[src/rtl/strip_ser_pkg.sv]
package strip_ser_pkg;
  localparam int CHIP_W    = 4;
  localparam int CHAN_W    = 7;
  localparam int BX_W      = 3;
  localparam int L1_W      = 4;
  localparam int BC_W      = 8;
  localparam int NUM_CHIPS = 1 << CHIP_W;

  localparam logic [5:0] HDR_CODE = 6'b111010;
  localparam int HDR_LEN   = 6 + L1_W + BC_W + 1;
  localparam int FULL_LEN  = 2 + CHIP_W + CHAN_W + 1 + BX_W;
  localparam int CONT_LEN  = 1 + BX_W;
  localparam int NOHIT_LEN = 3;
  localparam int TRAIL_LEN = 16;
  localparam int PKT_W     = HDR_LEN;
  localparam int LEN_W     = $clog2(PKT_W + 1);

  typedef struct packed {
    logic              isEnd;
    logic [CHIP_W-1:0] chip;
    logic [CHAN_W-1:0] chan;
    logic [BX_W-1:0]   bx;
  } hitEntry_t;

  typedef struct packed {
    logic [L1_W-1:0]      l1Id;
    logic [BC_W-1:0]      bcId;
    logic [NUM_CHIPS-1:0] mask;
  } trigEntry_t;

  typedef struct packed {
    logic             load;
    logic [PKT_W-1:0] pkt;
    logic [LEN_W-1:0] len;
    logic             popHit;
    logic             popTrig;
  } serStrobe_t;
endpackage

[src/rtl/strip_ser_fifo.sv]
module strip_ser_fifo #(
  parameter int WIDTH = 8,
  parameter int DEPTH = 4
) (
  input  logic             clk,
  input  logic             rst_n,
  input  logic             push,
  input  logic [WIDTH-1:0] pushData,
  input  logic             pop,
  output logic [WIDTH-1:0] headData,
  output logic             empty,
  output logic             full
);
  localparam int AW = (DEPTH > 1) ? $clog2(DEPTH) : 1;

  logic [WIDTH-1:0] mem [DEPTH];
  logic [AW-1:0]    wrPtr, rdPtr;
  logic [AW:0]      count;
  logic             doPush, doPop;

  assign empty  = (count == '0);
  assign full   = (count == (AW+1)'(DEPTH));
  assign doPush = push && !full;
  assign doPop  = pop && !empty;
  assign headData = mem[rdPtr];

  always_ff @(posedge clk) begin
    if (doPush) mem[wrPtr] <= pushData;
  end

  always_ff @(posedge clk or negedge rst_n) begin
    if (!rst_n) begin
      wrPtr <= '0;
      rdPtr <= '0;
      count <= '0;
    end else begin
      if (doPush) wrPtr <= (wrPtr == AW'(DEPTH-1)) ? '0 : wrPtr + 1'b1;
      if (doPop)  rdPtr <= (rdPtr == AW'(DEPTH-1)) ? '0 : rdPtr + 1'b1;
      count <= count + (AW+1)'(doPush) - (AW+1)'(doPop);
    end
  end
endmodule

[src/rtl/strip_ser_datapath.sv]
module strip_ser_datapath
  import strip_ser_pkg::*;
#(
  parameter int TRIG_DEPTH = 4,
  parameter int HIT_DEPTH  = 32
) (
  input  logic             clk,
  input  logic             rst_n,
  input  logic             trigIn,
  input  trigEntry_t       trigData,
  input  logic             hitWrite,
  input  hitEntry_t        hitData,
  input  serStrobe_t       strobe,
  output trigEntry_t       trigHead,
  output logic             trigReady,
  output hitEntry_t        hitHead,
  output logic             listReady,
  output logic [LEN_W-1:0] shCnt,
  output logic             serOut,
  output logic             busy
);
  localparam int LIST_W = $clog2(HIT_DEPTH + 1);

  logic trigEmpty, trigFull, hitEmpty, hitFull;
  logic [LIST_W-1:0] listCnt;
  logic [PKT_W-1:0]  shData;
  logic listInc, listDec;

  strip_ser_fifo #(.WIDTH($bits(trigEntry_t)), .DEPTH(TRIG_DEPTH)) u_trigQ (
    .clk(clk), .rst_n(rst_n), .push(trigIn), .pushData(trigData),
    .pop(strobe.popTrig), .headData(trigHead), .empty(trigEmpty), .full(trigFull));

  strip_ser_fifo #(.WIDTH($bits(hitEntry_t)), .DEPTH(HIT_DEPTH)) u_hitQ (
    .clk(clk), .rst_n(rst_n), .push(hitWrite), .pushData(hitData),
    .pop(strobe.popHit), .headData(hitHead), .empty(hitEmpty), .full(hitFull));

  assign trigReady = !trigEmpty;
  assign listInc   = hitWrite && hitData.isEnd && !hitFull;
  assign listDec   = strobe.popHit && hitHead.isEnd;
  assign listReady = (listCnt != '0);

  always_ff @(posedge clk or negedge rst_n) begin
    if (!rst_n) listCnt <= '0;
    else        listCnt <= listCnt + LIST_W'(listInc) - LIST_W'(listDec);
  end

  always_ff @(posedge clk or negedge rst_n) begin
    if (!rst_n) begin
      shData <= '0;
      shCnt  <= '0;
      serOut <= 1'b0;
      busy   <= 1'b0;
    end else begin
      serOut <= (shCnt != '0) && shData[PKT_W-1];
      busy   <= (shCnt != '0);
      if (strobe.load) begin
        shData <= strobe.pkt;
        shCnt  <= strobe.len;
      end else if (shCnt != '0) begin
        shData <= {shData[PKT_W-2:0], 1'b0};
        shCnt  <= shCnt - 1'b1;
      end
    end
  end

  a_r1_idle_low: assert property (@(posedge clk) disable iff (!rst_n)
    !busy |-> !serOut);
  a_r2_header_first_one: assert property (@(posedge clk) disable iff (!rst_n)
    $rose(busy) |-> serOut);
  a_r7_trailer_tail_zero: assert property (@(posedge clk) disable iff (!rst_n)
    $fell(busy) |-> !$past(serOut));
  a_r9_trig_no_overflow: assert property (@(posedge clk) disable iff (!rst_n)
    trigIn |-> !trigFull);
  a_r10_pop_closed_list: assert property (@(posedge clk) disable iff (!rst_n)
    strobe.popHit |-> (listCnt != '0) && !hitEmpty);
endmodule

[src/rtl/strip_ser_ctrl.sv]
module strip_ser_ctrl
  import strip_ser_pkg::*;
(
  input  logic             clk,
  input  logic             rst_n,
  input  trigEntry_t       trigHead,
  input  logic             trigReady,
  input  hitEntry_t        hitHead,
  input  logic             listReady,
  input  logic [LEN_W-1:0] shCnt,
  output serStrobe_t       strobe
);
  typedef enum logic {ST_IDLE, ST_CHIPS} phase_t;

  phase_t               state, nState;
  logic [CHIP_W-1:0]    curChip, nCurChip, nextChip;
  logic                 served, nServed, found;
  logic [CHAN_W-1:0]    prevChan, nPrevChan;
  logic [NUM_CHIPS-1:0] evMask, nMask;
  logic [CHIP_W:0]      searchBase;
  logic                 want, popHit, popTrig, trailerSel, load;
  logic [PKT_W-1:0]     pkt;
  logic [LEN_W-1:0]     len;

  assign searchBase = served ? {1'b0, curChip} + 1'b1 : {1'b0, curChip};

  always_comb begin
    found    = 1'b0;
    nextChip = '0;
    for (int i = NUM_CHIPS-1; i >= 0; i--) begin
      if (evMask[i] && ((CHIP_W+1)'(i) >= searchBase)) begin
        found    = 1'b1;
        nextChip = CHIP_W'(i);
      end
    end
  end

  always_comb begin
    want = 1'b0; popHit = 1'b0; popTrig = 1'b0; trailerSel = 1'b0;
    pkt = '0; len = '0;
    nState = state; nCurChip = curChip; nServed = served;
    nPrevChan = prevChan; nMask = evMask;
    if (state == ST_IDLE) begin
      if (trigReady && listReady) begin
        want = 1'b1; popTrig = 1'b1;
        pkt  = {HDR_CODE, trigHead.l1Id, trigHead.bcId, 1'b1};
        len  = LEN_W'(HDR_LEN);
        nState = ST_CHIPS; nCurChip = '0; nServed = 1'b0;
        nMask = trigHead.mask;
      end
    end else if (!hitHead.isEnd && served && hitHead.chip == curChip) begin
      want = 1'b1; popHit = 1'b1; nPrevChan = hitHead.chan;
      if ({1'b0, hitHead.chan} == {1'b0, prevChan} + 1'b1) begin
        pkt = {1'b1, hitHead.bx, {(PKT_W-CONT_LEN){1'b0}}};
        len = LEN_W'(CONT_LEN);
      end else begin
        pkt = {2'b01, hitHead.chip, hitHead.chan, 1'b1, hitHead.bx,
               {(PKT_W-FULL_LEN){1'b0}}};
        len = LEN_W'(FULL_LEN);
      end
    end else if (found) begin
      want = 1'b1; nCurChip = nextChip; nServed = 1'b1;
      if (!hitHead.isEnd && hitHead.chip == nextChip) begin
        popHit = 1'b1; nPrevChan = hitHead.chan;
        pkt = {2'b01, hitHead.chip, hitHead.chan, 1'b1, hitHead.bx,
               {(PKT_W-FULL_LEN){1'b0}}};
        len = LEN_W'(FULL_LEN);
      end else begin
        pkt = {3'b001, {(PKT_W-NOHIT_LEN){1'b0}}};
        len = LEN_W'(NOHIT_LEN);
      end
    end else begin
      want = 1'b1; popHit = 1'b1; trailerSel = 1'b1;
      pkt = {1'b1, {(PKT_W-1){1'b0}}};
      len = LEN_W'(TRAIL_LEN);
      nState = ST_IDLE;
    end
  end

  assign load = want && (shCnt <= LEN_W'(1));

  always_comb begin
    strobe.load    = load;
    strobe.pkt     = pkt;
    strobe.len     = len;
    strobe.popHit  = load && popHit;
    strobe.popTrig = load && popTrig;
  end

  always_ff @(posedge clk or negedge rst_n) begin
    if (!rst_n) begin
      state <= ST_IDLE; curChip <= '0; served <= 1'b0;
      prevChan <= '0; evMask <= '0;
    end else if (load) begin
      state <= nState; curChip <= nCurChip; served <= nServed;
      prevChan <= nPrevChan; evMask <= nMask;
    end
  end

  a_r8_no_gap: assert property (@(posedge clk) disable iff (!rst_n)
    (state == ST_CHIPS) |-> (shCnt != '0));
  a_r7_trailer_on_end_marker: assert property (@(posedge clk) disable iff (!rst_n)
    (load && trailerSel) |-> hitHead.isEnd);
endmodule

[src/rtl/strip_event_serializer.sv]
module strip_event_serializer
  import strip_ser_pkg::*;
#(
  parameter int TRIG_DEPTH = 4,
  parameter int HIT_DEPTH  = 32
) (
  input  logic                 clk,
  input  logic                 rst_n,
  input  logic                 trigIn,
  input  logic [L1_W-1:0]      trigL1Id,
  input  logic [BC_W-1:0]      trigBcId,
  input  logic [NUM_CHIPS-1:0] trigChipMask,
  input  logic                 hitWrite,
  input  logic                 hitEnd,
  input  logic [CHIP_W-1:0]    hitChip,
  input  logic [CHAN_W-1:0]    hitChan,
  input  logic [BX_W-1:0]      hitBx,
  output logic                 serOut,
  output logic                 busy
);
  trigEntry_t       trigData, trigHead;
  hitEntry_t        hitData, hitHead;
  serStrobe_t       strobe;
  logic             trigReady, listReady;
  logic [LEN_W-1:0] shCnt;

  assign trigData = '{l1Id: trigL1Id, bcId: trigBcId, mask: trigChipMask};
  assign hitData  = '{isEnd: hitEnd, chip: hitChip, chan: hitChan, bx: hitBx};

  strip_ser_datapath #(.TRIG_DEPTH(TRIG_DEPTH), .HIT_DEPTH(HIT_DEPTH)) u_dp (
    .clk(clk), .rst_n(rst_n), .trigIn(trigIn), .trigData(trigData),
    .hitWrite(hitWrite), .hitData(hitData), .strobe(strobe),
    .trigHead(trigHead), .trigReady(trigReady), .hitHead(hitHead),
    .listReady(listReady), .shCnt(shCnt), .serOut(serOut), .busy(busy));

  strip_ser_ctrl u_ctrl (
    .clk(clk), .rst_n(rst_n), .trigHead(trigHead), .trigReady(trigReady),
    .hitHead(hitHead), .listReady(listReady), .shCnt(shCnt), .strobe(strobe));
endmodule

[config.mk]
export PLATFORM = sky130hd
export DESIGN_NAME = strip_event_serializer
export DESIGN_NICKNAME = d
export VERILOG_FILES = /design/src/rtl/strip_ser_pkg.sv /design/src/rtl/strip_ser_fifo.sv /design/src/rtl/strip_ser_datapath.sv /design/src/rtl/strip_ser_ctrl.sv /design/src/rtl/strip_event_serializer.sv
export SDC_FILE = /design/constraint.sdc
export NUM_CORES = 1
export LEC_CHECK = 0
export BUFFER_PORTS_ARGS = -buffer_cell sky130_fd_sc_hd__buf_2
export CAP_MARGIN = 20
export CORE_MARGIN = 2
export CORE_UTILIZATION = 63
export CTS_CLUSTER_DIAMETER = 150
export CTS_CLUSTER_SIZE = 12
export DETAILED_ROUTE_END_ITERATION = 8
export HOLD_SLACK_MARGIN = 0.06
export PLACE_DENSITY_LB_ADDON = 0.05
export SLEW_MARGIN = 30
export SYNTH_ARGS = -nofsm -noshare
export SYNTH_HDL_FRONTEND = slang
export SYNTH_HIERARCHICAL = 1
export SYNTH_SLANG_ARGS = --single-unit
[constraint.sdc]
create_clock -name clk -period 5.6 [get_ports clk]
set_input_delay 1.12 -clock clk [delete_from_list [all_inputs] [get_ports clk]]
set_output_delay 1.12 -clock clk [all_outputs]
set_load 0.1 [all_outputs]
# ---- After elaboration in Yosys (flattened, before gate mapping)
# Memory sizes are Yosys's and may differ from the RTL's.
# Cells that the tools add are included.
dict set report op_classes {
  n_bitwise 1
  n_reduce_logical 47
  n_lt_le_gt_ge 17
  n_eq_ne 11
  add_sub_neg 13
  n_mux 78
}
# operator n
set op_table {}
lappend op_table {{two-way mux 19 bit} 7}
lappend op_table {{two-way mux 4 bit} 20}
lappend op_table {{two-way mux 5 bit} 11}
lappend op_table {{>= comparator 4 x 5 -> 1 bit, first input constant} 8}
lappend op_table {{two-way mux 1 bit} 34}
lappend op_table {{logical AND 1 bit} 31}
lappend op_table {{two-way mux 7 bit} 3}
lappend op_table {{>= comparator 3 x 5 -> 1 bit, first input constant} 4}
lappend op_table {{two-way mux 18 bit} 1}
lappend op_table {{adder 6 x 1 -> 6 bit} 2}
lappend op_table {{subtractor 6 x 1 -> 6 bit} 2}
lappend op_table {{adder 5 x 1 -> 5 bit, second input constant} 2}
lappend op_table {{equality test 5 bit, second input constant} 2}
lappend op_table {{>= comparator 1 x 5 -> 1 bit, first input constant} 2}
lappend op_table {{>= comparator 2 x 5 -> 1 bit, first input constant} 2}
lappend op_table {{adder 7 x 1 -> 8 bit, second input constant} 1}
lappend op_table {{equality test 4 bit} 2}
lappend op_table {{equality test 7 x 8 -> 1 bit} 1}
lappend op_table {{AND reduction 4 bit} 2}
lappend op_table {{nonzero test 2 bit} 4}
lappend op_table {{equality test 6 bit, second input constant} 1}
lappend op_table {{logical NOT 6 bit} 1}
lappend op_table {{nonzero test 6 bit} 1}
lappend op_table {{adder 4 x 1 -> 5 bit, second input constant} 1}
lappend op_table {{other kinds (14)} 22}
dict set report word_totals {
  memories 2
  wordCells 185
  ram_bits 592
  regBits 84
  output_inout_bits 2
  inputBits 47
}
# memory words width read_ports rd_clocked_by_memory_dff wr line
set mem_list {}
lappend mem_list {u_dp.u_hitQ.mem 32 15 1 0 1 strip_ser_fifo.sv:16} ;# logic [WIDTH-1:0] mem [DEPTH];
lappend mem_list {u_dp.u_trigQ.mem 4 28 1 0 1 strip_ser_fifo.sv:16}

# ---- Depth between registers and ports, before layout
# Gate-level depths: netlist of run 1.
dict set report depth {
  depth_word 29
  mapped_depth 23
  mapped_depth_nobuf 20
}

# ---- Hierarchy
# Netlist of run 1, hierarchy kept.
# mod area_each_um2 cells_per_inst instances
set modules_own_cells {}
lappend modules_own_cells {{strip_ser_fifo (u_dp.u_hitQ)} 19229.7 873 1}
lappend modules_own_cells {{strip_ser_fifo (u_dp.u_trigQ)} 4580.6 185 1}
lappend modules_own_cells {strip_ser_ctrl 3071.7 378 1}
lappend modules_own_cells {strip_ser_datapath 1684.1 159 1}

# ---- Worst setup path before layout of run 1
# Ideal clock, no wire load.
dict set report synth_path {
  path_kind {reg-to-reg}
  startpoint {register u_dp.u_hitQ.rdPtr[0]}
  endpoint {register u_dp.u_hitQ.count[5]}
  t_arrival_ns 4.251
  setup_ns 0.125
  stages_incl_launch_ff 22
  path_slack_ns 1.224
  path_buffers 4
  required_time_ns 5.475
  cell_sequence {dfrtp_1 -> buf_6 -> buf_12 -> buf_6 -> mux4_2 -> o22ai_1 -> nor4_1 -> nor2_1 -> nor4_2 -> and4_4 -> nand2_2 -> a21oi_1 -> nand2b_1 -> buf_2 -> inv_1 -> ha_1 -> inv_1 -> ha_1 -> a21o_1 -> a21oi_1 -> nor4b_1 -> a2111oi_0}
}
# item line
set synth_lines {}
lappend synth_lines {{start, declared} strip_ser_fifo.sv:17} ;# logic [AW-1:0] wrPtr, rdPtr;
lappend synth_lines {{start signal, assigned} strip_ser_fifo.sv:38} ;# if (doPop) rdPtr <= (rdPtr == AW'(DEPTH-1)) ? '0 : rdPtr + 1'b1;
lappend synth_lines {{end signal, assigned} strip_ser_fifo.sv:39} ;# count <= count + (AW+1)'(doPush) - (AW+1)'(doPop);
lappend synth_lines {{end, declared} strip_ser_fifo.sv:18} ;# logic [AW:0] count;

==> results.json, run 1 <==
{
  "crit_type": "reg2reg",
  "worstSetupStartpointType": "flop",
  "finalSetupViolCount": 0,
  "yosys-top-cells-count": "edfxtp_1, mux4_2, dfrtp_1, nand2_1, nor2_1",
  "clk-insertion-delay-late_ns": 0.61,
  "initial_core_util": 0.634,
  "ys_seq_area_frac": 0.696,
  "die-area_mm2": 0.0471,
  "cts_buffer_depth": 3,
  "hpwlAfterDp_um": 41400,
  "drv_cap": 0,
  "antenna_found_initial": 1,
  "grt_pass1_vias": 15304,
  "slew-limit-headroom": 0.272,
  "status": "complete, no violations",
  "final.setup.worst_slack_ns": 0.424,
  "cp.arrival_ns": 5.64,
  "reg2reg_depth": 19,
  "area.growth.synth_to_final_pct": 10.4,
  "grt_first_pass_wirelength_um": 95900,
  "p_per_area_mw_per_mm2": 451,
  "cp_max_fo": 12,
  "drt_iter0_drc": 1508,
  "ys_top_cells_by_area": "edfxtp_1, mux4_2, dfrtp_1",
  "worstMarginPinSlew_ns": 1.08,
  "yosysMostFrequentCell": "edfxtp_1",
  "antenna_left": 0,
  "yosysUniqueCellTypes": 98,
  "portBuffers": 48,
  "grt_util_all_layers": 0.280,
  "drive_gt1_frac": 0.216,
  "wl_per_cell_um": 27.3,
  "syn_inst": 1595,
  "p_leak_nw": 10.7,
  "irDropWorstVdd_mv": 0.297,
  "post-synth-top-area-fraction": 0.622,
  "cts_tree": "done",
  "rsz0062_at_grt": "no",
  "synthArstFlopShare": 0.124,
  "ioPinCount": 49,
  "synth_ff_type": "edfxtp_1",
  "h-tree-depth": 3,
  "drcViolationCount": 0,
  "finalHoldViolCount": 0,
  "synth-warning-count": 6,
  "timing.fmax_mhz": 193,
  "cts_buffers": 66,
  "core_area_mm2": 0.0451,
  "synth_edf_count": 592,
  "post_cts_buffers": 0,
  "rows": 78,
  "finalCriticalPeriod_ns": 5.18,
  "post-place-ws_ns": 0.244,
  "ys_seq_elements": 676,
  "grt_overflow_total": 0,
  "tns_ns": 0,
  "synth_top_cell_by_area": "edfxtp_1",
  "netlist_area_mm2": 0.0286,
  "hold_path_depth": 1,
  "clockRootBuffer": "clkbuf_16",
  "grt_max_degree": 50,
  "die_y_um": 217,
  "routabilityCongestion": 0.903,
  "worstHoldPathType": "reg2reg",
  "worst_hold_slack_ns": 0.505,
  "viasPerCell": 6.53,
  "drt-total-wl_um": 64000,
  "first_pass_iters": 5,
  "final_nets": 1798,
  "slew_violations": 0,
  "avgSynthCellArea_um2": 17.9,
  "num_antenna_cells": 0,
  "vias": 15291,
  "worstPathRequired_ns": 6.07,
  "p_total_mw": 14.2,
  "clock_sinks": 676,
  "cts.clk_slew.worst_paths_ns": 0.06,
  "dieWidth_um": 217,
  "syn_nets": 1680,
  "finish.utilization": 0.699,
  "end_kind": "flop",
  "period_share": 0.924,
  "skew_ns": 0.0283
}
## logic make-up after synthesis
family / synth area share
mux: 0.138
xor+xnor: 0.00858
compound gates: 0.0558
buf+inv: 0.0280
simple gates: 0.0565
flops: 0.696
other cells: 0.000131
fa+ha+maj: 0.0174
## stage by stage
step	cells	instance area, um^2
finish	2341	31500
detailed placement	2244	29700
CTS	2340	31500
global placement	2244	29700
floorplan	1595	28600
global route	2341	31500
## cell usage in the layout (no fill, tap or decap), types with 34 or more instances in the layout
cell type,n
nand2_1,80
buf_4,82
nor2_1,64
mux4_1,43
ha_1,35
buf_2,47
edfxtp_1,592
o21ai_0,34
dfrtp_1,82
clkbuf_16,66
mux4_2,105
inv_1,55
o22ai_1,64
## layout make-up
cell class              instances  area [um^2]
fillers                      2895        13600
inverters                      55          206
clock inverters                 6         86.3
clock buffers                  90         1740
multi-input cells             782         7940
flip-flops and latches        676        19900
well taps                     600          751
repair buffers                132          918
## power breakdown
group | internal (mW) | leakage [nW] | switching (mW)
Clock | 2.17 | 0.881 | 1.78
Combinational | 1.64 | 3.42 | 2.16
Sequential | 6.08 | 6.37 | 0.385
Total | 9.90 | 10.7 | 4.32
## final timing paths
check / startpoint / end / slack [ns]
worst max-delay path: u_ctrl/curChip[0]$_DFFE_PN0P_ / u_dp/u_hitQ/count[5]$_DFF_PN0_ / 0.42
worst min-delay path: u_dp/shData[18]$_DFFE_PN0P_ / u_dp/serOut$_DFF_PN0_ / 0.50
worst max register to register: u_ctrl/curChip[0]$_DFFE_PN0P_ / u_dp/u_hitQ/count[5]$_DFF_PN0_ / 0.42
worst min register to register: u_dp/shData[18]$_DFFE_PN0P_ / u_dp/serOut$_DFF_PN0_ / 0.50
max in group asynchronous: rst_n / u_dp/u_hitQ/rdPtr[2]$_DFFE_PN0P_ / 3.96
min in group asynchronous: rst_n / u_dp/shData[2]$_DFFE_PN0P_ / 0.52
## state kept, by name, indices dropped and copies added (netlist names)
name                cells
u_dp/u_trigQ/mem      112
u_dp/listCnt            6
u_dp/serOut             1
u_ctrl/state            1
u_dp/u_hitQ/wrPtr       5
u_dp/shData            19
u_ctrl/evMask          16
u_dp/u_trigQ/rdPtr      2
u_dp/shCnt              5
u_dp/u_trigQ/wrPtr      2
u_ctrl/prevChan         7
u_dp/u_hitQ/mem       480
u_ctrl/curChip          4
u_dp/u_hitQ/count       6
u_ctrl/served           1
u_dp/u_trigQ/count      3
u_dp/u_hitQ/rdPtr       5
u_dp/busy               1
## critical path, stage by stage (launching register included)
cell	delay (ns)
dfrtp_1	0.38
ha_1	0.54
and3b_1	0.24
or2_1	0.26
o311ai_2	0.33
o21ai_1	0.12
a221oi_1	0.46
mux2i_1	0.34
and3_1	0.28
nand2_2	0.16
a21oi_2	0.31
nand2b_1	0.12
inv_1	0.12
ha_1	0.15
inv_1	0.07
ha_1	0.28
a21o_1	0.16
a21oi_1	0.29
nor4b_1	0.09
a2111oi_0	0.35
## routing by layer
metal,part of all wire,vias up,GRT usage
met4,0.033,0,0.0913
met3,0.059,128,0.0460
met2,0.51,559,0.477
li1,-,6650,-
met1,0.40,7954,0.373
met5,0,-,0
## timing repair
action / in CTS / in global routing
hold buffers: 0 / 0
setup endpoints to repair: 0 / 1
gates resized for setup: 0 / 1
No activity file was read; power rests on OpenSTA's default activity.
==> inputs of run 2 (changes only) <==
--- a/config.mk
+++ b/config.mk
@@ -13,7 +13,7 @@
 export CTS_CLUSTER_SIZE = 12
 export DETAILED_ROUTE_END_ITERATION = 8
 export HOLD_SLACK_MARGIN = 0.06
-export PLACE_DENSITY_LB_ADDON = 0.05
+export PLACE_DENSITY_LB_ADDON = 0.08
 export SLEW_MARGIN = 30
 export SYNTH_ARGS = -nofsm -noshare
 export SYNTH_HDL_FRONTEND = slang
==> run 2 against run 1 <==
  * Power about the same
  * Flip-flop and latch count unchanged
  * Sequential power about the same
  * Register-to-register slack got worse by 0.06 ns
  * Critical path type unchanged
  * Largest cell class unchanged
  * Largest power group unchanged
  * Highest routed layer unchanged
==> results.json, run 2 (synthesis results as in run 1) <==
{
  "use_met3": 0.0450,
  "portBuffers": 48,
  "clk-insertion-delay-late_ns": 0.60,
  "cts_tree": "done",
  "p_leak_nw": 10.7,
  "reg2reg_slack_ns": 0.36,
  "die-area_mm2": 0.0471,
  "skew_ns": 0.0184,
  "layout_commonest_cell": "edfxtp_1",
  "worstPathRequired_ns": 6.06,
  "finish.utilization": 0.701,
  "dieWidth_um": 217,
  "drt_iter0_drc": 1270,
  "grt_util_all_layers": 0.277,
  "r2r_start": "u_dp/u_hitQ/rdPtr[0]$_DFFE_PN0P_",
  "antenna_found_initial": 0,
  "rr_endpoint": "u_dp/u_hitQ/count[5]$_DFF_PN0_",
  "area.growth.synth_to_final_pct": 10.6,
  "ioPinCount": 49,
  "finalCriticalPeriod_ns": 5.24,
  "grt_pass1_vias": 15536,
  "clockRootBuffer": "clkbuf_16",
  "slew_violations": 0,
  "worstMarginPinSlew_ns": 0.874,
  "vias": 15209,
  "crit_type": "reg2reg",
  "viasPerCell": 6.48,
  "status": "complete, no violations",
  "met2_usage": 0.471,
  "num_antenna_cells": 0,
  "finalSetupViolCount": 0,
  "tns_ns": 0,
  "holdBufCountCts": 0,
  "cp.arrival_ns": 5.70,
  "antenna_left": 0,
  "h-tree-depth": 3,
  "cp_max_fo": 21,
  "top_regs": "u_dp/u_hitQ/mem x480, u_dp/u_trigQ/mem x112, u_dp/shData x19",
  "routabilityCongestion": 0.914,
  "rsz0062_at_grt": "no",
  "finalHoldViolCount": 0,
  "timing.fmax_mhz": 191,
  "hpwlAfterDp_um": 40100,
  "rows": 78,
  "top_usage_layer": "met2",
  "clock_sinks": 676,
  "largest_reg_flops": 480,
  "worstHoldPathType": "reg2reg",
  "layout_common_cells": "edfxtp_1, mux4_2, buf_4",
  "grtUsageMet1": 0.372,
  "drv_cap": 0,
  "end_kind": "flop",
  "min_from": "u_dp/shData[18]$_DFFE_PN0P_",
  "core_area_mm2": 0.0451,
  "irDropWorstVdd_mv": 0.296,
  "grt_max_degree": 57,
  "grt_overflow_total": 0,
  "slew-limit-headroom": 0.415,
  "initial_core_util": 0.634,
  "p_per_area_mw_per_mm2": 450,
  "final_nets": 1801,
  "drive_gt1_frac": 0.216,
  "wl_per_cell_um": 26.9,
  "first_pass_iters": 5,
  "cts_buffer_depth": 3,
  "grt_first_pass_wirelength_um": 95400,
  "hold_path_depth": 1,
  "drcViolationCount": 0,
  "holdPathEnd": "u_dp/serOut$_DFF_PN0_",
  "largest_register": "u_dp/u_hitQ/mem",
  "cts_buffers": 66,
  "drt-total-wl_um": 63100,
  "cts.clk_slew.worst_paths_ns": 0.06,
  "reg2reg_depth": 18,
  "die_y_um": 217,
  "worstSetupStartpointType": "flop",
  "period_share": 0.936
}
[run 2: routing by layer]
metal  vias up  wire, um
li1       6651         -
met1      7928     25000
met2       511     32500
met3       119      3700
met4         0      1870
met5         -         0
[run 2: final cells by class]
| class | instances | area [um^2] |
|---|---|---|
| Timing Repair Buffer | 135 | 966 |
| Tap cell | 600 | 751 |
| Clock buffer | 93 | 1770 |
| Fill cell | 2881 | 13500 |
| Inverter | 55 | 206 |
| Multi-Input combinational cell | 782 | 7930 |
| Clock inverter | 6 | 75.1 |
| Sequential cell | 676 | 19900 |
[run 2: timing repair]
action	in CTS	in global routing
setup endpoints to repair	0	1
buffers inserted	0	0
resized for setup	0	2
[run 2: per-stage QoR]
step	power (mW)	hold slack (ns)	instances	cell area, um^2	setup WS [ns]
2_1_floorplan	9.31	0.464	1595	28600	1.22
3_3_place_gp	10.2	0.501	2247	29700	0.425
3_5_place_dp	10.3	0.507	2247	29700	0.297
4_1_cts	14.3	0.520	2346	31500	0.265
5_1_grt	14.9	0.543	2347	31600	0.0479
6_report	14.2	0.507	2347	31600	0.360
[run 2: worst max-delay path, cell delays in order (launching register included)]
cell	delay [ns]
dfrtp_4	0.69
buf_12	0.23
buf_4	0.16
mux4_1	0.54
o22ai_1	0.34
nor4_1	0.17
nor4_2	0.37
and4_4	0.29
nand2_2	0.13
a21oi_1	0.51
nand2b_1	0.18
inv_1	0.12
ha_1	0.15
inv_1	0.06
ha_1	0.26
a21o_1	0.15
a21oi_1	0.27
nor4b_1	0.09
a2111oi_0	0.35
[run 2: worst max path at each step]
stage                     slack (ns)                        startpoint  depth (start not counted)                        endpoint
final                           0.36  u_dp/u_hitQ/rdPtr[0]$_DFFE_PN0P_                         18  u_dp/u_hitQ/count[5]$_DFF_PN0_
after global placement          0.42  u_dp/u_hitQ/rdPtr[0]$_DFFE_PN0P_                         18  u_dp/u_hitQ/count[5]$_DFF_PN0_
after CTS                       0.27     u_ctrl/curChip[0]$_DFFE_PN0P_                         19  u_dp/u_hitQ/count[5]$_DFF_PN0_
after global routing            0.05     u_ctrl/curChip[1]$_DFFE_PN0P_                         19  u_dp/u_hitQ/count[5]$_DFF_PN0_
after detailed placement        0.30     u_ctrl/curChip[1]$_DFFE_PN0P_                         19  u_dp/u_hitQ/count[5]$_DFF_PN0_
after floorplan                 1.22  u_dp/u_hitQ/rdPtr[0]$_DFFE_PN0P_                         21  u_dp/u_hitQ/count[5]$_DFF_PN0_
[run 2: power breakdown]
part	internal, mW	leakage [nW]	switching (mW)
combinational	1.66	3.44	2.13
sequential	6.08	6.37	0.373
clock	2.21	0.894	1.77
==> inputs of run 3 (changes only) <==
--- a/config.mk
+++ b/config.mk
@@ -7,8 +7,10 @@
 export LEC_CHECK = 0
 export BUFFER_PORTS_ARGS = -buffer_cell sky130_fd_sc_hd__buf_2
 export CAP_MARGIN = 20
+export CELL_PAD_IN_SITES_DETAIL_PLACEMENT = 1
+export CELL_PAD_IN_SITES_GLOBAL_PLACEMENT = 2
 export CORE_MARGIN = 2
-export CORE_UTILIZATION = 63
+export CORE_UTILIZATION = 49
 export CTS_CLUSTER_DIAMETER = 150
 export CTS_CLUSTER_SIZE = 12
 export DETAILED_ROUTE_END_ITERATION = 8
==> run 3 against run 2 <==
  * Setup slack gained 0.035 ns
  * Count of clock-buffer cells in the layout grew 6
  * Maximum frequency grew 0.67%
  * Worst hold slack gained 0.013 ns
  * Via count shrank 1.2%
  * Global-route usage shrank 4.0 points
  * Die area grew 28%
  * Non-clock buffer count shrank 4
  * First-iteration DRC count shrank 16%
  * Clock skew grew 0.00071 ns
  * Sequential power is essentially flat
  * Critical path type unchanged
  * Highest routed layer unchanged
==> results.json, run 3 (synthesis results as in run 1) <==
{
  "slew_violations": 0,
  "dp_cells": 2407,
  "post-place-ws_ns": 0.192,
  "cts_buffers": 66,
  "tns_ns": 0,
  "viasPerCell": 5.98,
  "irDropWorstVdd_mv": 0.305,
  "layout_common_cells": "edfxtp_1, mux4_2, dfrtp_1",
  "skew_ns": 0.0191,
  "p_total_mw": 14.4,
  "routabilityCongestion": 0.812,
  "clk-insertion-delay-late_ns": 0.61,
  "rows": 88,
  "first_pass_iters": 5,
  "rsz0062_at_grt": "no",
  "seq_power_share": 0.448,
  "drcViolationCount": 0,
  "cpMaxStageDelayCell": "dfrtp_4",
  "antenna_left": 0,
  "finalHoldViolCount": 0,
  "top_regs": "u_dp/u_hitQ/mem x480, u_dp/u_trigQ/mem x112, u_dp/shData x19",
  "worstHoldPathType": "reg2reg",
  "initial_core_util": 0.495,
  "p_per_area_mw_per_mm2": 453,
  "vias": 15032,
  "grt_util_all_layers": 0.237,
  "antenna_found_initial": 1,
  "cp_max_fo": 27,
  "hpwlAfterDp_um": 45300,
  "crit_type": "reg2reg",
  "drt_iter0_drc": 1073,
  "cts_buffer_depth": 3,
  "die_y_um": 245,
  "switching_power_mw": 4.45,
  "cp.arrival_ns": 5.64,
  "finalSetupViolCount": 0,
  "grt_pass1_vias": 16239,
  "cts_tree": "done",
  "status": "complete, no violations",
  "timing.fmax_mhz": 192,
  "period_share": 0.930,
  "worstMarginPinSlew_ns": 1.03,
  "slew-limit-headroom": 0.309,
  "drt-total-wl_um": 69400,
  "crit_chain": "buf_12 > mux4_1 > o22ai_1 > nor4_1 > buf_4 > or2_1 > o21bai_1 > a221o_1 > and4_4 > nand2_2 > a21oi_2 > nand2b_1 > inv_1 > ha_1 > inv_1 > ha_1 > a21o_1 > a21oi_1 > nor4b_1 > a2111oi_0",
  "clock_sinks": 676,
  "p_int_mw": 9.95,
  "drv_cap": 0,
  "finalCriticalPeriod_ns": 5.21,
  "final.setup.worst_slack_ns": 0.395,
  "num_antenna_cells": 0,
  "grt_overflow_total": 0,
  "crit_path_max_incr_delay_ns": 0.66,
  "placed_cell_area_mm2": 0.0298,
  "core_area_mm2": 0.0577,
  "holdBufCountCts": 0,
  "area.growth.synth_to_final_pct": 11.2,
  "wl_per_cell_um": 27.6,
  "final_nets": 1797,
  "portBuffers": 48,
  "die-area_mm2": 0.0602,
  "power_frac_clock": 0.280,
  "largest_reg_flops": 480,
  "fin_area_mm2": 0.0318,
  "dieWidth_um": 245,
  "worstSetupStartpointType": "flop",
  "largest_register": "u_dp/u_hitQ/mem",
  "cts.clk_slew.worst_paths_ns": 0.06,
  "drive_gt1_frac": 0.212,
  "layout_commonest_cell": "edfxtp_1",
  "grt_first_pass_wirelength_um": 104000,
  "worstPathRequired_ns": 6.04,
  "grt_max_degree": 52,
  "end_kind": "flop",
  "h-tree-depth": 3,
  "ioPinCount": 49,
  "switching_share": 0.309,
  "p_leak_nw": 10.7,
  "fin_cells": 2514,
  "pwr-share-comb": 0.272,
  "clockRootBuffer": "clkbuf_16"
}
## run 3: cell types whose count changed in the layout (fill, tap and decap cells not counted), sizes merged
cell	before	now
inv	61	60
buf	135	131
clkbuf	93	99
clkinv	0	1
## run 3: metrics by stage
stage	util	hold WS, ns
after floorplan	-	0.464
after global placement	0.517	0.514
after detailed placement	0.517	0.522
after CTS	0.550	0.535
after global routing	0.551	0.553
final	0.551	0.519
## run 3: what timing repair did
action / in CTS / in global routing
setup endpoints to repair: 0 / 1
setup buffers: 0 / 1
gates resized for setup: 0 / 3
## run 3: final timing paths
check / from / depth (start not counted) / to / slack (ns)
min in group asynchronous: rst_n / 1 / u_dp/serOut$_DFF_PN0_ / 0.60
max in group asynchronous: rst_n / 2 / u_dp/listCnt[2]$_DFF_PN0_ / 3.95
min reg2reg: u_dp/shData[18]$_DFFE_PN0P_ / 1 / u_dp/serOut$_DFF_PN0_ / 0.52
max reg2reg: u_dp/u_hitQ/rdPtr[0]$_DFFE_PN0P_ / 20 / u_dp/u_hitQ/count[5]$_DFF_PN0_ / 0.39
max: u_dp/u_hitQ/rdPtr[0]$_DFFE_PN0P_ / 20 / u_dp/u_hitQ/count[5]$_DFF_PN0_ / 0.39
min: u_dp/shData[18]$_DFFE_PN0P_ / 1 / u_dp/serOut$_DFF_PN0_ / 0.52
## run 3: cell type report
class                   instances  area (um^2)
multi-input cells             782         7920
fillers                      5218        25900
well taps                     765          957
inverters                      55          206
repair buffers                131          943
flip-flops and latches        676        19900
clock inverters                 6         82.6
clock buffers                  99         1780
## run 3: layer usage
layer | vias up | global-route usage | part of all wire
met3 | 117 | 0.0350 | 0.037
met1 | 7971 | 0.309 | 0.42
li1 | 6649 | - | -
met4 | 0 | 0.0715 | 0.028
met5 | - | 0 | 0
met2 | 295 | 0.412 | 0.52
## run 3: critical path, delay by kind of cell, from the launching register on
family,cells,cell delay [ns]
buffers and inverters,4,0.59
and+or+nand+nor,6,0.94
AOI/OAI and AO/OA,7,1.79
muxes,1,0.58
adders and majority gates,2,0.47
DFF,1,0.66
## run 3: power groups by stage
stage                     Sequential, mW  Combinational, mW  Clock (mW)
after global placement              6.54               3.81           0
after CTS                           6.47               3.92        4.14
final                               6.45               3.92        4.03
after detailed placement            6.57               3.89           0
after floorplan                     6.41               2.91           0
after global routing                6.52               4.30        4.31
